$ cat src/rtl/psel_pkg.sv
// Package: shared types for the prioritized supply selection controller.
// Assumes: nothing beyond standard SystemVerilog.
package psel_pkg;

    // Gate sequencer states.
    typedef enum logic [1:0] {
        SQ_OFF  = 2'd0,   // no rail selected, all gates off
        SQ_DEAD = 2'd1,   // dead time after a gate opened
        SQ_WAIT = 2'd2,   // rail selected, waiting for its reverse flag
        SQ_ON   = 2'd3    // selected rail connected
    } seq_state_e;

endpackage

$ cat src/rtl/psel_rail_timer.sv
// Module: psel_rail_timer
// Counts timebase strobes while one rail sits inside its window. It flags
// the rail validated once the count reaches VAL_TICKS.
// Assumes: tick is a one-cycle strobe; shdn and out-of-window clear the count.
module psel_rail_timer #(
    parameter int VAL_TICKS = 256
) (
    input  logic clk,
    input  logic rst_n,
    input  logic tick,
    input  logic ov,
    input  logic uv,
    input  logic shdn,
    output logic valid
);

    localparam int CW = $clog2(VAL_TICKS + 1);
    localparam logic [CW-1:0] CMAX = CW'(VAL_TICKS);

    logic [CW-1:0] count_q;
    logic          in_window;

    // Window test: neither limit comparator tripped.
    assign in_window = !ov && !uv;

    // Strobe counter: restart on reset, shutdown or window exit, else saturate at CMAX.
    always_ff @(posedge clk) begin
        if (!rst_n || shdn || !in_window) begin
            count_q <= '0;
        end else if (tick && (count_q != CMAX)) begin
            count_q <= count_q + 1'b1;
        end
    end

    // Validated once the full strobe count has been reached.
    assign valid = (count_q == CMAX);

endmodule

$ cat src/rtl/psel_prio_pick.sv
// Module: psel_prio_pick
// Fixed-priority one-hot pick: the lowest set index of req wins.
// Assumes: purely combinational; zero request gives zero grant.
module psel_prio_pick #(
    parameter int N = 3
) (
    input  logic [N-1:0] req,
    output logic [N-1:0] grant
);

    // Scan from the highest-priority bit and keep the first request.
    always_comb begin
        logic found;
        found = 1'b0;
        grant = '0;
        for (int i = 0; i < N; i++) begin
            if (req[i] && !found) begin
                grant[i] = 1'b1;
                found    = 1'b1;
            end
        end
    end

endmodule

$ cat src/rtl/psel_gate_seq.sv
// Module: psel_gate_seq
// Break-before-make gate sequencer. It follows a one-hot target rail. A
// change of target first opens the connected gate, then waits DEAD_CYC
// cycles, then waits for the new rail's reverse flag before closing its gate.
// Assumes: target is one-hot or zero; DEAD_CYC >= 1.
module psel_gate_seq
    import psel_pkg::*;
#(
    parameter int N        = 3,
    parameter int DEAD_CYC = 4
) (
    input  logic         clk,
    input  logic         rst_n,
    input  logic [N-1:0] target,
    input  logic [N-1:0] rev_ok,
    output logic [N-1:0] gate
);

    localparam int DW = $clog2(DEAD_CYC + 1);
    localparam logic [DW-1:0] DLAST = DW'(DEAD_CYC - 1);

    seq_state_e    state_q;
    logic [N-1:0]  cur_q;
    logic [DW-1:0] dcnt_q;

    // State, selected rail and dead-time counter.
    always_ff @(posedge clk) begin
        if (!rst_n) begin
            state_q <= SQ_OFF;
            cur_q   <= '0;
            dcnt_q  <= '0;
        end else begin
            case (state_q)
                SQ_OFF: begin
                    if (|target) begin
                        cur_q   <= target;
                        state_q <= SQ_WAIT;
                    end
                end
                SQ_WAIT: begin
                    if (!(|target)) begin
                        cur_q   <= '0;
                        state_q <= SQ_OFF;
                    end else if (target != cur_q) begin
                        cur_q <= target;
                    end else if (|(rev_ok & cur_q)) begin
                        state_q <= SQ_ON;
                    end
                end
                SQ_ON: begin
                    if (target != cur_q) begin
                        dcnt_q  <= '0;
                        state_q <= SQ_DEAD;
                    end
                end
                SQ_DEAD: begin
                    if (dcnt_q == DLAST) begin
                        if (|target) begin
                            cur_q   <= target;
                            state_q <= SQ_WAIT;
                        end else begin
                            cur_q   <= '0;
                            state_q <= SQ_OFF;
                        end
                    end else begin
                        dcnt_q <= dcnt_q + 1'b1;
                    end
                end
                default: state_q <= SQ_OFF;
            endcase
        end
    end

    // Only the connected state drives a gate.
    assign gate = (state_q == SQ_ON) ? cur_q : '0;

endmodule

$ cat src/rtl/psel_ctrl.sv
// Module: psel_ctrl (top)
// Prioritized supply selection controller: per-rail validation timers, a
// fixed-priority pick and a break-before-make gate sequencer.
// Assumes: comparator flags are already synchronous to clk.
module psel_ctrl #(
    parameter int N_RAILS   = 3,
    parameter int VAL_TICKS = 256,
    parameter int DEAD_CYC  = 4
) (
    input  logic               clk,
    input  logic               rst_n,
    input  logic               tick,
    input  logic [N_RAILS-1:0] ov,
    input  logic [N_RAILS-1:0] uv,
    input  logic [N_RAILS-1:0] rev_ok,
    input  logic               en,
    input  logic               shdn,
    output logic [N_RAILS-1:0] valid_n,
    output logic [N_RAILS-1:0] gate_on
);

    logic [N_RAILS-1:0] valid;
    logic [N_RAILS-1:0] pick;
    logic [N_RAILS-1:0] target;

    // One validation timer per rail.
    for (genvar g = 0; g < N_RAILS; g++) begin : g_rail
        psel_rail_timer #(.VAL_TICKS(VAL_TICKS)) u_timer (
            .clk   (clk),
            .rst_n (rst_n),
            .tick  (tick),
            .ov    (ov[g]),
            .uv    (uv[g]),
            .shdn  (shdn),
            .valid (valid[g])
        );
    end

    psel_prio_pick #(.N(N_RAILS)) u_pick (
        .req   (valid),
        .grant (pick)
    );

    // Enable and shutdown both withdraw the target; only shutdown clears timers.
    assign target = (en && !shdn) ? pick : '0;

    psel_gate_seq #(.N(N_RAILS), .DEAD_CYC(DEAD_CYC)) u_seq (
        .clk    (clk),
        .rst_n  (rst_n),
        .target (target),
        .rev_ok (rev_ok),
        .gate   (gate_on)
    );

    // Active-low valid flags.
    assign valid_n = ~valid;

endmodule

$ cat config.mk
export PLATFORM = sky130hd
export DESIGN_NAME = psel_ctrl
export DESIGN_NICKNAME = d
export VERILOG_FILES = /design/src/rtl/psel_pkg.sv /design/src/rtl/psel_rail_timer.sv /design/src/rtl/psel_prio_pick.sv /design/src/rtl/psel_gate_seq.sv /design/src/rtl/psel_ctrl.sv
export SDC_FILE = /design/constraint.sdc
export NUM_CORES = 1
export LEC_CHECK = 0
export BUFFER_PORTS_ARGS = -buffer_cell sky130_fd_sc_hd__buf_2
export CORE_MARGIN = 2
export CORE_UTILIZATION = 44
export CTS_CLUSTER_SIZE = 30
export DETAILED_ROUTE_END_ITERATION = 8
export GPL_TIMING_DRIVEN = 0
export RECOVER_POWER = 25
export SLEW_MARGIN = 20
export SYNTH_ARGS = -nofsm -noshare
export SYNTH_HDL_FRONTEND = slang
export SYNTH_HIERARCHICAL = 1
export SYNTH_SLANG_ARGS = --single-unit
$ cat constraint.sdc
create_clock -name clk -period 2.4 [get_ports clk]
set_clock_uncertainty 0.2 [all_clocks]
set_input_delay 0.48 -clock clk [delete_from_list [all_inputs] [get_ports clk]]
set_output_delay 0.48 -clock clk [all_outputs]
set_load 0.1 [all_outputs]
==> results by stage, run 1 <==
Floorplanning:
- In this run the core area contains 25 standard-cell rows.
- The full die area is approximately 5400 sq um.
- The top-level I/O count is 20.
- The die is between 70 and 80 um tall.
- From left edge to right edge, the die measures roughly 74 um.
- Once the floorplan was initialized, standard cells occupied between 40% and 50% of the core.
- The floorplan step defined a core boundary enclosing 4690 sq um.

GRT:
- The first global-routing pass estimated between 7000 and 8000 um of wire.
- The largest net degree at the start of global routing is 13.
- The initial antenna violation count came to 0.
- For this run the aggregate overflow at the end of global routing stands at 0.
- The total routing resource utilization after global routing is approximately 17%.
- The number of global-route vias before repair is around 1,600.

Place:
- Routability-driven placement finished with a final weighted congestion of roughly 0.8.
- In this run, placement finished with an instance count of around 300.
- Buffers placed on the I/O ports in this run total 19.
- After legalization and detailed placement, the total HPWL measured 3010 um.
- The placed standard-cell area is ~2300 sq um.

Setup path:
- STA classifies the critical path endpoint as a flop.
- For this run, the slowest stage of the critical path takes roughly 0.44 ns.
- STA classifies the critical path startpoint as a flop.
- The slowest stage of the critical path is the sky130_fd_sc_hd__o41ai_4 cell.
- Data on the critical path is required at its endpoint by about 2.4 ns.
- The gate family responsible for the most delay along the worst path is simple AND/OR/NAND/NOR gates.
- The origin of the critical flop-to-flop path is g_rail[0].u_timer/count_q[2].
- The worst setup path is of the reg -> reg kind.
- In this run the worst setup path begins at g_rail[0].u_timer/count_q[2].
- The endpoint arrival time on the critical path is approximately 2.5 ns.
- In this run the worst path has a maximum fanout of 5.
- The critical path contains buffers and inverters numbering 0 combined.
- The critical path goes through nor4b_4, and2_4, nor2b_4, and3b_2, xor2_2, o41ai_4, nand3_1, mux2i_1.

CTS:
- The number of buffers between clock root and the deepest sink is 2.
- The clock transition at the registers of the reported paths is 0.07 ns.
- The cell at the root of the clock tree is sky130_fd_sc_hd__clkbuf_8.
- The clock net in this run drives a total of 35 sinks.
- The count of hold buffers inserted by post-cts repair is 0.
- Clock tree synthesis inserted a total of 5 buffers.
- The maximum level of the CTS H-tree is 2.
- The insertion delay to the later sink of the worst-skew pair is 0.28 ns.
- TritonCTS built the clock tree.

Synthesis:
- After synthesis, the cell types taking the most area are sky130_fd_sc_hd__dfxtp_1 (33%), sky130_fd_sc_hd__ha_1 (7.0%), sky130_fd_sc_hd__nor4b_2 (6.3%).
- The biggest area contributor in the post-synthesis netlist is sky130_fd_sc_hd__dfxtp_1.
- The post-synthesis net count is 260.
- The synthesis warning total is 6.
- The synthesized netlist contains 38 unique library cells.
- Averaged over all synthesized cells, the footprint is slightly above 9 sq um.
- The sequential-to-total area share from yosys stat is about a third.
- Synthesis handed over a netlist of 234 instances.
- In this run, synthesis produced a sequential element count of 35.
- Yosys mapped a number of flops with a built-in enable equal to 0.
- The top cell type by area accounts for 32.9% of the synthesized area.
- The most used flip-flop cell after synthesis is sky130_fd_sc_hd__dfxtp_1.
- The post-synthesis cell area is around 2100 sq um.
- The fraction of registers with async set/reset is 0%.

Cells and area:
- The library cells used most frequently in the layout, excluding fill and tap cells, are sky130_fd_sc_hd__nand2_1 (29), sky130_fd_sc_hd__dfxtp_1 (29), sky130_fd_sc_hd__buf_4 (18), sky130_fd_sc_hd__buf_2 (16), sky130_fd_sc_hd__a21oi_1 (15).
- The finished layout holds roughly 330 standard cells, fillers aside.
- The final-stage net count is 304.
- The synthesis-to-finish area growth is 28.6%.
- The fraction of layout cells with a size suffix above 1 is 34.4%.
- 0 antenna diodes ended up in the layout.
- With fillers left out, the area of the finished cells amounts to 2740 sq um.

STA:
- Measured against its own limit, the worst slew margin works out to between 40% and 50%.
- Setup repair after global routing could not meet its margin everywhere.
- The measured slew at the worst slew-check pin is 0.834 ns.
- The final-layout worst hold slack is 0.277 ns.
- The number of max-slew violations in the final report came to 0.
- Setup violations remaining at the end of the flow were counted as 5.
- The hold violation count in the final report came to 0.
- The maximum frequency from static timing analysis is between 0.4 and 0.5 GHz.
- Counting I/O delays and the setup requirement, the final critical path takes 2.50 ns.
- Summed over all failing endpoints, the final setup total negative slack is -0.332 ns.
- Setup slack on the critical path of the routed design comes to -0.0987 ns.
- After layout, the worst path uses 104% of the clock period.

Power and ir drop:
- Summed over all nets, the switching power comes to 251 uW.
- The clock network fraction of design power is 38.4%.
- The internal power of the cells totals about 820 uW.
- In this run the power density over the cells is between 300 and 400 nW/um^2.
- VDD sags by at most ~0.00027 V.
- Summing internal, switching and leakage power gives 1070 uW.
- The share of power burned in combinational logic is between 6 and 7%.
- The net switching fraction of the power is a little under a quarter.
- Sequential cells burn between 50% and 60% of the power.
- The reported leakage power is 0.00106 uW.

Detailed routing:
- In this run the remaining antenna-violating nets after routing total 0.
- The number of design-rule violations left by the first detailed-router iteration is 73.
- The final layout contains routed wiring with a total length of 4410 um.
- The via-per-instance ratio is between 5 and 6.
- The first-pass detailed-route iteration total is 4.
- In the final routing, the length of wire on met1 measures around 2200 um.
- The highest metal layer carrying signal wires in the routed design is met4.
- Across all layers, the routed design uses ~1,800 vias.
- The average wire length per cell after detail routing is 13.2 um.
- The routed wire length on met2 is 2060 um.
- The routed design uses approximately 110 um of met3 wire.
- The detailed-route DRC error count is 0.

Worst hold path:
- The path class of the tightest hold or removal check is reg -> reg.
- The launch instance of the worst min-delay path is u_seq/dcnt_q[1].

Status:
- The checks that failed: setup timing.
- The flow ran to the end, but the final reports show violations.

Flow run:
- The max-cap check violation count is 0.
through the flow:
step / setup slack, ns / util [%]
final: -0.0987 / 58.4
after global routing: -0.210 / 58.4
after CTS: -0.0700 / 54.7
after detailed placement: -0.324 / 49.0
after global placement: -0.330 / 49.0
after floorplan: 0.0168 / -
path summary, 6_finish.rpt:
path | endpoint | slack [ns] | depth (start not counted)
worst max register to register | u_seq/state_q[0] | -0.1 | 8
worst max-delay path | u_seq/state_q[0] | -0.1 | 8
worst min register to register | u_seq/dcnt_q[1] | 0.28 | 2
worst min-delay path | u_seq/dcnt_q[1] | 0.28 | 2
worst min-delay path, cell delays in order, from the launching register on:
cell and delay, ns:
sky130_fd_sc_hd__dfxtp_1 0.31, sky130_fd_sc_hd__o21ai_0 0.07, sky130_fd_sc_hd__a21oi_1 0.06
timing repair:
action	4_1_cts	5_1_grt
buffers inserted	12	6
setup endpoints to repair	11	10
resized for setup	25	27
pin swaps	11	14
cell type report:
class                      instances  area (sq um)
sequential                        35           708
tap                               54          67.6
fill                             428          1950
multi-input combinational        184          1570
clock buffer                       7          76.3
timing repair buffer              37           258
inverter                          14          52.6
buffer                             1          7.51
clock inverter                     1          5.00
power groups by stage:
stage / combinational [uW] / clock (uW) / sequential, uW
after global routing: 80.6 / 459 / 585
after global placement: 63.1 / 0 / 598
after detailed placement: 64.2 / 0 / 598
final: 72.8 / 409 / 585
after CTS: 70.0 / 433 / 584
after floorplan: 36.7 / 0 / 598
metal layers:
layer	GRT usage [%]	vias to the layer above
met5	0	-
met4	5.66	0
met3	4.39	5
met2	27.8	20
met1	22.9	804
li1	-	947
cell families (layout without fill, tap and decap cells):
group	count (synthesis)	count (layout)	synth area share (%)
AO/OA/AOI/OAI	43	43	13.6
XOR/XNOR	12	12	4.93
adder cells (fa/ha/maj)	12	12	7.05
buffers and inverters	15	60	2.82
flip-flops	35	35	32.9
multiplexers	13	13	6.11
AND/OR/NAND/NOR	104	104	32.6
cells in the mapped netlist, drive strengths merged (7+ instances only):
cell and instances:
a21oi 18, dfxtp 35, ha 12, inv 14, mux2i 13, nand2 29
nand3 7, nand4 13, nor4b 9, o21ai 10, or3 7
flip-flops by register name, indices dropped and copies added, names as in the netlist:
name,flops
g_rail.u_timer/count_q,27
u_seq/cur_q,3
u_seq/dcnt_q,3
u_seq/state_q,2
Power figures use the tool's default switching activity.
==> run 2: changes to the inputs <==
--- a/config.mk
+++ b/config.mk
@@ -6,8 +6,9 @@
 export NUM_CORES = 1
 export LEC_CHECK = 0
 export BUFFER_PORTS_ARGS = -buffer_cell sky130_fd_sc_hd__buf_2
-export CORE_MARGIN = 2
+export CAP_MARGIN = 20
 export CORE_UTILIZATION = 44
+export CTS_BUF_LIST = sky130_fd_sc_hd__clkbuf_8
 export CTS_CLUSTER_SIZE = 30
 export DETAILED_ROUTE_END_ITERATION = 8
 export GPL_TIMING_DRIVEN = 0
==> run 2 against run 1 <==
  * The run still ends with setup timing left
  * Clock-buffer cell count stayed put
  * Wire length is 4.6% higher
  * Via count is 3.3% higher
  * Non-clock buffer count is 2 higher
  * Final cell count stayed put
  * Power is 5.8% higher
  * Critical path type unchanged
  * Hold slack better by 0.0029 ns
  * Maximum frequency is 0.32% higher
  * Die area is 5.4% lower
  * Sequential share of layout area is 0.37 points higher
  * Clock power is 16% higher
==> results by stage, run 2 (same netlist as run 1, synthesis figures left out) <==
Status:
- The run finished, with violations left.
- The final reports fail on setup timing.

Place:
- The final RePlAce weighted congestion is 0.799 (about the same).
- The number of port buffers was 19 (unchanged).
- The detailed placer's ending HPWL is 3100 um (+3.1%).
- The placed standard-cell area is 2290 sq um (-0.11%).

Worst hold path:
- The startpoint identified for the worst hold timing path is u_seq/dcnt_q[1].
- The worst hold path belongs to the class reg -> reg.

Cells and area:
- The final-stage net count is 306 (+0.66%).
- In the layout the commonest cells are sky130_fd_sc_hd__nand2_1 (29), sky130_fd_sc_hd__dfxtp_1 (28), sky130_fd_sc_hd__buf_4 (21), sky130_fd_sc_hd__buf_2 (18), sky130_fd_sc_hd__a21oi_1 (16).
- The fraction of layout cells with a size suffix above 1 is 33.8% (-0.60 points).
- From synthesis to final layout, the design area changed by 27.0%.
- The area of the multi-input gates is 1520 sq um (-2.6%).
- The largest registers in the layout are g_rail.u_timer/count_q: 27 flops, u_seq/cur_q: 3 flops, u_seq/dcnt_q: 3 flops.
- The number of antenna diodes is 0 (unchanged).
- The core occupancy in the finished layout was 60.1% (+1.7 points).
- The cell area after layout is 2710 sq um (-1.2%).
- The library cell used most frequently in the layout, excluding fill and tap cells, is sky130_fd_sc_hd__nand2_1.
- Ranked by flip-flop count, first place goes to g_rail.u_timer/count_q.
- The final-layout fill cell count came to 405 (-5.4%).
- The flip-flop count of the largest register, all copies and words added is 27 (unchanged).
- The sequential cell area is 709 sq um (+0.18%).

Setup path:
- The startpoint of the worst setup timing path is g_rail[1].u_timer/count_q[0].
- The biggest cell delay along the critical path is 0.45 ns (about the same).
- The endpoint arrival time on the critical path is 2.46 ns (about the same).
- The kind of end point of the critical path is a flop.
- The library cell contributing the largest single delay on the critical path is sky130_fd_sc_hd__o41ai_4.
- The setup path with the least slack is of type reg -> reg.
- The nature of the critical path startpoint is a flop.
- The origin of the critical flop-to-flop path is g_rail[1].u_timer/count_q[0].
- The required time of the worst setup path is 2.37 ns (about the same).
- The biggest fanout along the worst timing path is 4 (-1).
- The signal on the critical path passes through inv_2, ha_4, nor4b_4, and2_4, nor2b_1, and3b_2, xor2_2, o41ai_4, nand3_1, mux2i_1.

CTS:
- The insertion delay to the later sink of the worst-skew pair is 0.28 ns (about the same).
- The number of buffers between clock root and the deepest sink is 2 (unchanged).
- TritonCTS built the clock tree.
- The tree is rooted in a sky130_fd_sc_hd__clkbuf_8.
- The maximum level of the CTS H-tree is 2 (unchanged).
- The clock transition at the registers of the reported paths is 0.07 ns (about the same).
- The number of buffers created by CTS came to 5 (unchanged).
- The TritonCTS sink count is 35 (unchanged).

STA:
- The max-slew headroom at the worst pin came to 55.0% (+11 points).
- The number of max-slew violations in the final report is 0 (unchanged).
- The measured slew at the worst slew-check pin was 0.674 ns (-0.160 ns).
- The setup slack after layout is -0.0908 ns (+0.00791 ns).
- The maximum frequency from static timing analysis came to 0.401 GHz (+0.32%).
- The final period utilization is 104% (-0.33 points).
- The hold violation count in the final report came to 0 (unchanged).
- The setup-violating endpoint count in the final report was 5 (unchanged).
- Setup repair after global routing could not meet its margin everywhere.
- The shortest period the worst path allows is 2.49 ns (-0.00791 ns).

Detailed routing:
- The overall via count from detail_route was 1,834 (+3.3%).
- The number of design-rule violations left by the first detailed-router iteration is 58 (-21%).
- The overall routed net length is 4610 um (+4.6%).
- The average wire length per cell after detail routing is 13.8 um (+4.6%).
- The via-per-instance ratio is 5.51 (+3.3%).
- The first-pass detailed-route iteration total came to 4 (unchanged).
- The post-detailed-route count of antenna-violating nets came to 0 (unchanged).
- The detailed-route DRC error count came to 0 (unchanged).

GRT:
- The global-route track usage on met1 is 23.7% (+0.73 points).
- The global-route wire length before repair is 7510 um (+1.4%).
- After global routing, the most crowded layer is met2.
- The met3 demand-to-capacity share in global routing is 3.94% (-0.45 points).
- The initial antenna violation count was 0 (unchanged).
- The total routing resource utilization after global routing came to 18.6% (+1.2 points).
- The global-route congestion overflow total is 0 (unchanged).
- The largest net degree at the start of global routing is 13 (unchanged).
- The met2 usage was 31.3% (+3.5 points).
- The number of global-route vias before repair came to 1,701 (+4.4%).

Floorplanning:
- The full die area came to 5130 sq um (-5.4%).
- The core area came to 4500 sq um (-4.0%).
- The die width is 71.6 um (-2.7%).
- The initial standard-cell utilization of the core is 47.3% (+1.9 points).
- The height of the die is 71.6 um (-2.7%).
- The top-level I/O count was 20 (unchanged).
- The floorplan row count is 24 (-4.0%).

Flow run:
- The max-cap check violation count is 0 (unchanged).

Power and ir drop:
- The reported leakage power came to 0.00107 uW (+0.80%).
- The maximum vdd drop is 0.000306 V (+15%).
- The total power density per cell area is 417 nW/um^2 (+7.1%).
## run 2: changes by cell type in the layout (fill, tap and decap cells not counted), sizes merged
| cell | before | now |
|---|---|---|
| clkinv | 1 | 0 |
| inv | 14 | 15 |
| buf | 37 | 39 |
## run 2: what timing repair did
item	in CTS	in global routing
setup buffers	15	5
setup endpoints to repair	11	9
resized for setup	25	13
hold buffers	0	0
hold endpoints to repair	0	0
pin swaps	10	9
## run 2: path summary, 6_finish.rpt
check	to	slack, ns	cells after the start
hold reg to reg	u_seq/dcnt_q[1]	0.28	2
hold / removal	u_seq/dcnt_q[1]	0.28	2
setup reg to reg	u_seq/state_q[0]	-0.09	10
setup / recovery	u_seq/state_q[0]	-0.09	10
## run 2: final cells by class
type                       instances  share of cell area, %
tap                               52                   2.40
multi-input combinational        184                   56.3
inverter                          14                   1.94
sequential                        35                   26.2
clock inverter                     1                  0.139
clock buffer                       7                   3.56
timing repair buffer              39                   9.15
buffer                             1                  0.277
## run 2: per-stage QoR
stage,total power (uW),hold WS [ns],TNS [ns],std cells,setup WS (ns)
after floorplan,634,0.250,0,234,0.0168
after global placement,661,0.268,-2.08,305,-0.316
after detailed placement,662,0.270,-2.01,305,-0.322
after CTS,1140,0.280,-0.199,328,-0.0661
after global routing,1180,0.304,-0.803,333,-0.189
final,1130,0.280,-0.266,333,-0.0908
## run 2: power breakdown
part / internal, uW / switching (uW)
registers: 583 / 1.88
clock network: 258 / 215
logic: 30.3 / 41.4
total: 871 / 258
## run 2: routing by layer
layer / vias to the layer above / routed length (um)
li1: 946 / -
met2: 29 / 2220
met5: - / 0
met1: 854 / 2220
met4: 0 / 49
met3: 5 / 122
## run 2: critical path: cells and delay by family, from the launching register on
family	cells	cell delay (ns)
AND/OR/NAND/NOR	5	0.96
AO/OA/AOI/OAI	1	0.45
flip-flops	1	0.33
multiplexers	1	0.13
adder cells (fa/ha/maj)	1	0.12
XOR/XNOR	1	0.10
buffers and inverters	1	0.07
==> run 3: changes to the inputs <==
--- a/config.mk
+++ b/config.mk
@@ -7,12 +7,16 @@
 export LEC_CHECK = 0
 export BUFFER_PORTS_ARGS = -buffer_cell sky130_fd_sc_hd__buf_2
 export CAP_MARGIN = 20
-export CORE_UTILIZATION = 44
+export CELL_PAD_IN_SITES_DETAIL_PLACEMENT = 1
+export CELL_PAD_IN_SITES_GLOBAL_PLACEMENT = 1
+export CORE_UTILIZATION = 42
 export CTS_BUF_LIST = sky130_fd_sc_hd__clkbuf_8
 export CTS_CLUSTER_SIZE = 30
 export DETAILED_ROUTE_END_ITERATION = 8
 export GPL_TIMING_DRIVEN = 0
+export PLACE_DENSITY_LB_ADDON = 0.1
 export RECOVER_POWER = 25
+export SKIP_LAST_GASP = 1
 export SLEW_MARGIN = 20
 export SYNTH_ARGS = -nofsm -noshare
 export SYNTH_HDL_FRONTEND = slang
==> run 3 against run 2 <==
  * The run still ends with setup timing left
  * Hold slack improved by 0.016 ns
  * Register-to-register slack got worse by 0.03 ns
  * Non-clock buffer count rose by 1
  * Power rose by 7.1%
  * Critical endpoint unchanged
  * Largest cell class unchanged
  * Largest power group unchanged
==> results by stage, run 3 (same netlist as run 1, synthesis figures left out) <==
Status:
- The run finished, with violations left.
- The final reports fail on setup timing.

Setup path:
- The end of the worst register-to-register path is u_seq/state_q[0].
- The number of cells on the worst reg-to-reg path is 10 (unchanged).
- The last element of the critical path is u_seq/state_q[0].
- The biggest cell delay along the critical path is 0.43 ns (-0.02 ns).
- The origin of the critical flop-to-flop path is g_rail[2].u_timer/count_q[1].
- The kind of end point of the critical path is a flop.
- The endpoint arrival time on the critical path is 2.50 ns (+0.04 ns).
- The worst setup path is launched from a flop.
- The required time of the worst setup path came to 2.38 ns (about the same).
- The critical path goes through inv_2, ha_4, nor4b_4, and2_4, nor3b_2, and3b_2, xor2_2, o41ai_4, nand3_1, mux2i_1.
- The biggest fanout along the worst timing path was 4 (unchanged).
- The most critical setup path has its startpoint at g_rail[2].u_timer/count_q[1].
- The critical path is of the reg -> reg type.
- The library cell contributing the largest single delay on the critical path is sky130_fd_sc_hd__o41ai_4.
- The minimum setup slack among reg-to-reg paths came to -0.12 ns (-0.03 ns).

Detailed routing:
- The number of design-rule violations left by the first detailed-router iteration is 93 (+60%).
- The overall routed net length is 5410 um (+17%).
- The overall via count from detail_route is 1,928 (+5.1%).
- The via-per-instance ratio was 5.52 (+0.31%).
- The first-pass detailed-route iteration total is 4 (unchanged).
- The average wire length per cell after detail routing is 15.5 um (+12%).
- The post-detailed-route count of antenna-violating nets is 0 (unchanged).
- The detailed-route DRC error count came to 0 (unchanged).

Floorplanning:
- The height of the die is 73.2 um (+2.3%).
- The floorplan row count is 25 (+4.2%).
- The core area was 4820 sq um (+6.9%).
- The full die area is 5360 sq um (+4.6%).
- The initial standard-cell utilization of the core was 44.2% (-3.1 points).
- The top-level I/O count is 20 (unchanged).
- The die width came to 73.2 um (+2.3%).

STA:
- The maximum frequency from static timing analysis came to 0.397 GHz (-1.1%).
- Setup repair after global routing could not meet its margin everywhere.
- The setup slack after layout is -0.117 ns (-0.0265 ns).
- The hold violation count in the final report is 0 (unchanged).
- The final period utilization came to 105% (+1.1 points).
- The shortest period the worst path allows was 2.52 ns (+0.0265 ns).
- The setup-violating endpoint count in the final report was 7 (+2).
- The final-layout worst hold slack is 0.296 ns (+0.0160 ns).
- The measured slew at the worst slew-check pin came to 0.756 ns (+0.0819 ns).
- The max-slew headroom at the worst pin is 49.2% (-5.7 points).
- The setup TNS after final layout is -0.404 ns (-0.138 ns).
- The number of max-slew violations in the final report is 0 (unchanged).

GRT:
- The global-route wire length before repair is 8360 um (+11%).
- The global-route congestion overflow total is 0 (unchanged).
- The initial antenna violation count came to 0 (unchanged).
- The largest net degree at the start of global routing came to 13 (unchanged).
- The total routing resource utilization after global routing came to 20.5% (+1.9 points).
- The number of global-route vias before repair was 1,893 (+11%).

Cells and area:
- The final-stage net count is 307 (+0.33%).
- The cell area after layout is 2790 sq um (+3.0%).
- The number of antenna diodes is 0 (unchanged).
- The register with the most flip-flops in the final layout is g_rail.u_timer/count_q.
- The fraction of layout cells with a size suffix above 1 came to 34.8% (+0.94 points).
- Leaving out fill and tap cells, the most frequent cell in the layout is sky130_fd_sc_hd__nand2_1.
- The flip-flop count of the largest register, all copies and words added is 27 (unchanged).
- From synthesis to final layout, the design area changed by 30.8%.
- Leaving out fill and tap cells, the most frequent cells in the layout are sky130_fd_sc_hd__nand2_1 (29), sky130_fd_sc_hd__dfxtp_1 (27), sky130_fd_sc_hd__buf_4 (22), sky130_fd_sc_hd__a21oi_1 (16), sky130_fd_sc_hd__buf_2 (16).
- The largest registers in the layout are g_rail.u_timer/count_q: 27 flops, u_seq/cur_q: 3 flops, u_seq/dcnt_q: 3 flops.

Power and ir drop:
- The share of power burned in combinational logic came to 6.1% (-0.2 points).
- The reported leakage power came to 0.00108 uW (+1.1%).
- The cell-internal power is 922 uW (+5.9%).
- The switching power summed over all nets is 287 uW (+11%).
- The maximum vdd drop is 0.000264 V (-14%).
- The clock network fraction of design power is 45.6% (+3.7 points).
- The sequential share of power was 48.3% (-3.5 points).
- The total power density per cell area is 434 nW/um^2 (+4.0%).
- The net switching fraction of the power is 23.7% (+0.88 points).

Place:
- The detailed placer's ending HPWL was 3420 um (+10%).
- The final RePlAce weighted congestion was 0.748 (-6.4%).
- The number of port buffers was 19 (unchanged).
- The post-place setup slack is -0.288 ns (+0.0335 ns).
- The placed standard-cell area is 2310 sq um (+0.82%).

CTS:
- TritonCTS built the clock tree.
- The clock transition at the registers of the reported paths is 0.08 ns (about the same).
- The insertion delay to the later sink of the worst-skew pair is 0.30 ns (+0.02 ns).
- The TritonCTS sink count came to 35 (unchanged).
- Clock tree synthesis selected as its root buffer the cell sky130_fd_sc_hd__clkbuf_8.
- The maximum level of the CTS H-tree is 2 (unchanged).
- The number of buffers between clock root and the deepest sink is 2 (unchanged).
- The number of buffers created by CTS is 5 (unchanged).

Worst hold path:
- The worst hold path class is reg -> reg.

Flow run:
- The max-cap check violation count is 0 (unchanged).
## run 3: changes by cell type in the layout (fill, tap and decap cells not counted), moves of 2 or more
cell                       before  now
sky130_fd_sc_hd__clkbuf_8       7    5
sky130_fd_sc_hd__o21ai_1        0    2
sky130_fd_sc_hd__o21ai_0       10    8
sky130_fd_sc_hd__buf_2         18   16
## run 3: critical path: cells and delay by family (launching register included)
kind	cells	cell delay, ns
and+or+nand+nor	5	1.01
DFF	1	0.34
adders and majority gates	1	0.12
muxes	1	0.13
AOI/OAI and AO/OA	1	0.43
xor gates and xnor gates	1	0.11
buffers and inverters	1	0.07
## run 3: final cells by class
| class | count | area [sq um] |
|---|---|---|
| clock buffers | 5 | 68.8 |
| flip-flops and latches | 35 | 711 |
| clock inverters | 3 | 43.8 |
| well taps | 67 | 83.8 |
| inverters | 14 | 52.6 |
| multi-input cells | 184 | 1550 |
| plain buffers | 1 | 7.51 |
| repair buffers | 40 | 273 |
| fillers | 577 | 2030 |
## run 3: worst min-delay path by stage
stage,from,end,cells past startpoint
final,u_seq/dcnt_q[1],u_seq/dcnt_q[1],2
after detailed placement,u_seq/dcnt_q[2],u_seq/dcnt_q[2],2
after global placement,u_seq/dcnt_q[1],u_seq/dcnt_q[1],2
after floorplan,u_seq/dcnt_q[2],u_seq/dcnt_q[2],2
after global routing,g_rail[2].u_timer/count_q[8],g_rail[2].u_timer/count_q[8],2
after CTS,u_seq/dcnt_q[2],u_seq/dcnt_q[2],2
## run 3: routing by layer
metal	wire length [um]	global-route usage, %
met1	2400	22.1
met2	2780	39.5
met3	127	3.31
met4	105	7.84
met5	0	0
## run 3: what timing repair did
action,4_1_cts,5_1_grt
hold buffers,0,0
setup endpoints to repair,11,9
gates resized for setup,21,25
pin swaps,9,16
setup buffers,12,9
## run 3: power by group through the flow
stage / clock network (uW) / registers, uW / logic [uW]
floorplan: 0 / 598 / 36.7
global placement: 0 / 598 / 64.0
detailed placement: 0 / 598 / 64.9
CTS: 555 / 584 / 71.6
global route: 587 / 585 / 81.6
finish: 551 / 584 / 74.2
## run 3: per-stage QoR
step                utilization (%)  power [uW]  std cells
floorplan                         -         634        234
global placement               48.0         662        320
detailed placement             48.0         663        320
CTS                            54.0        1210        340
global route                   57.8        1250        349
finish                         57.8        1210        349
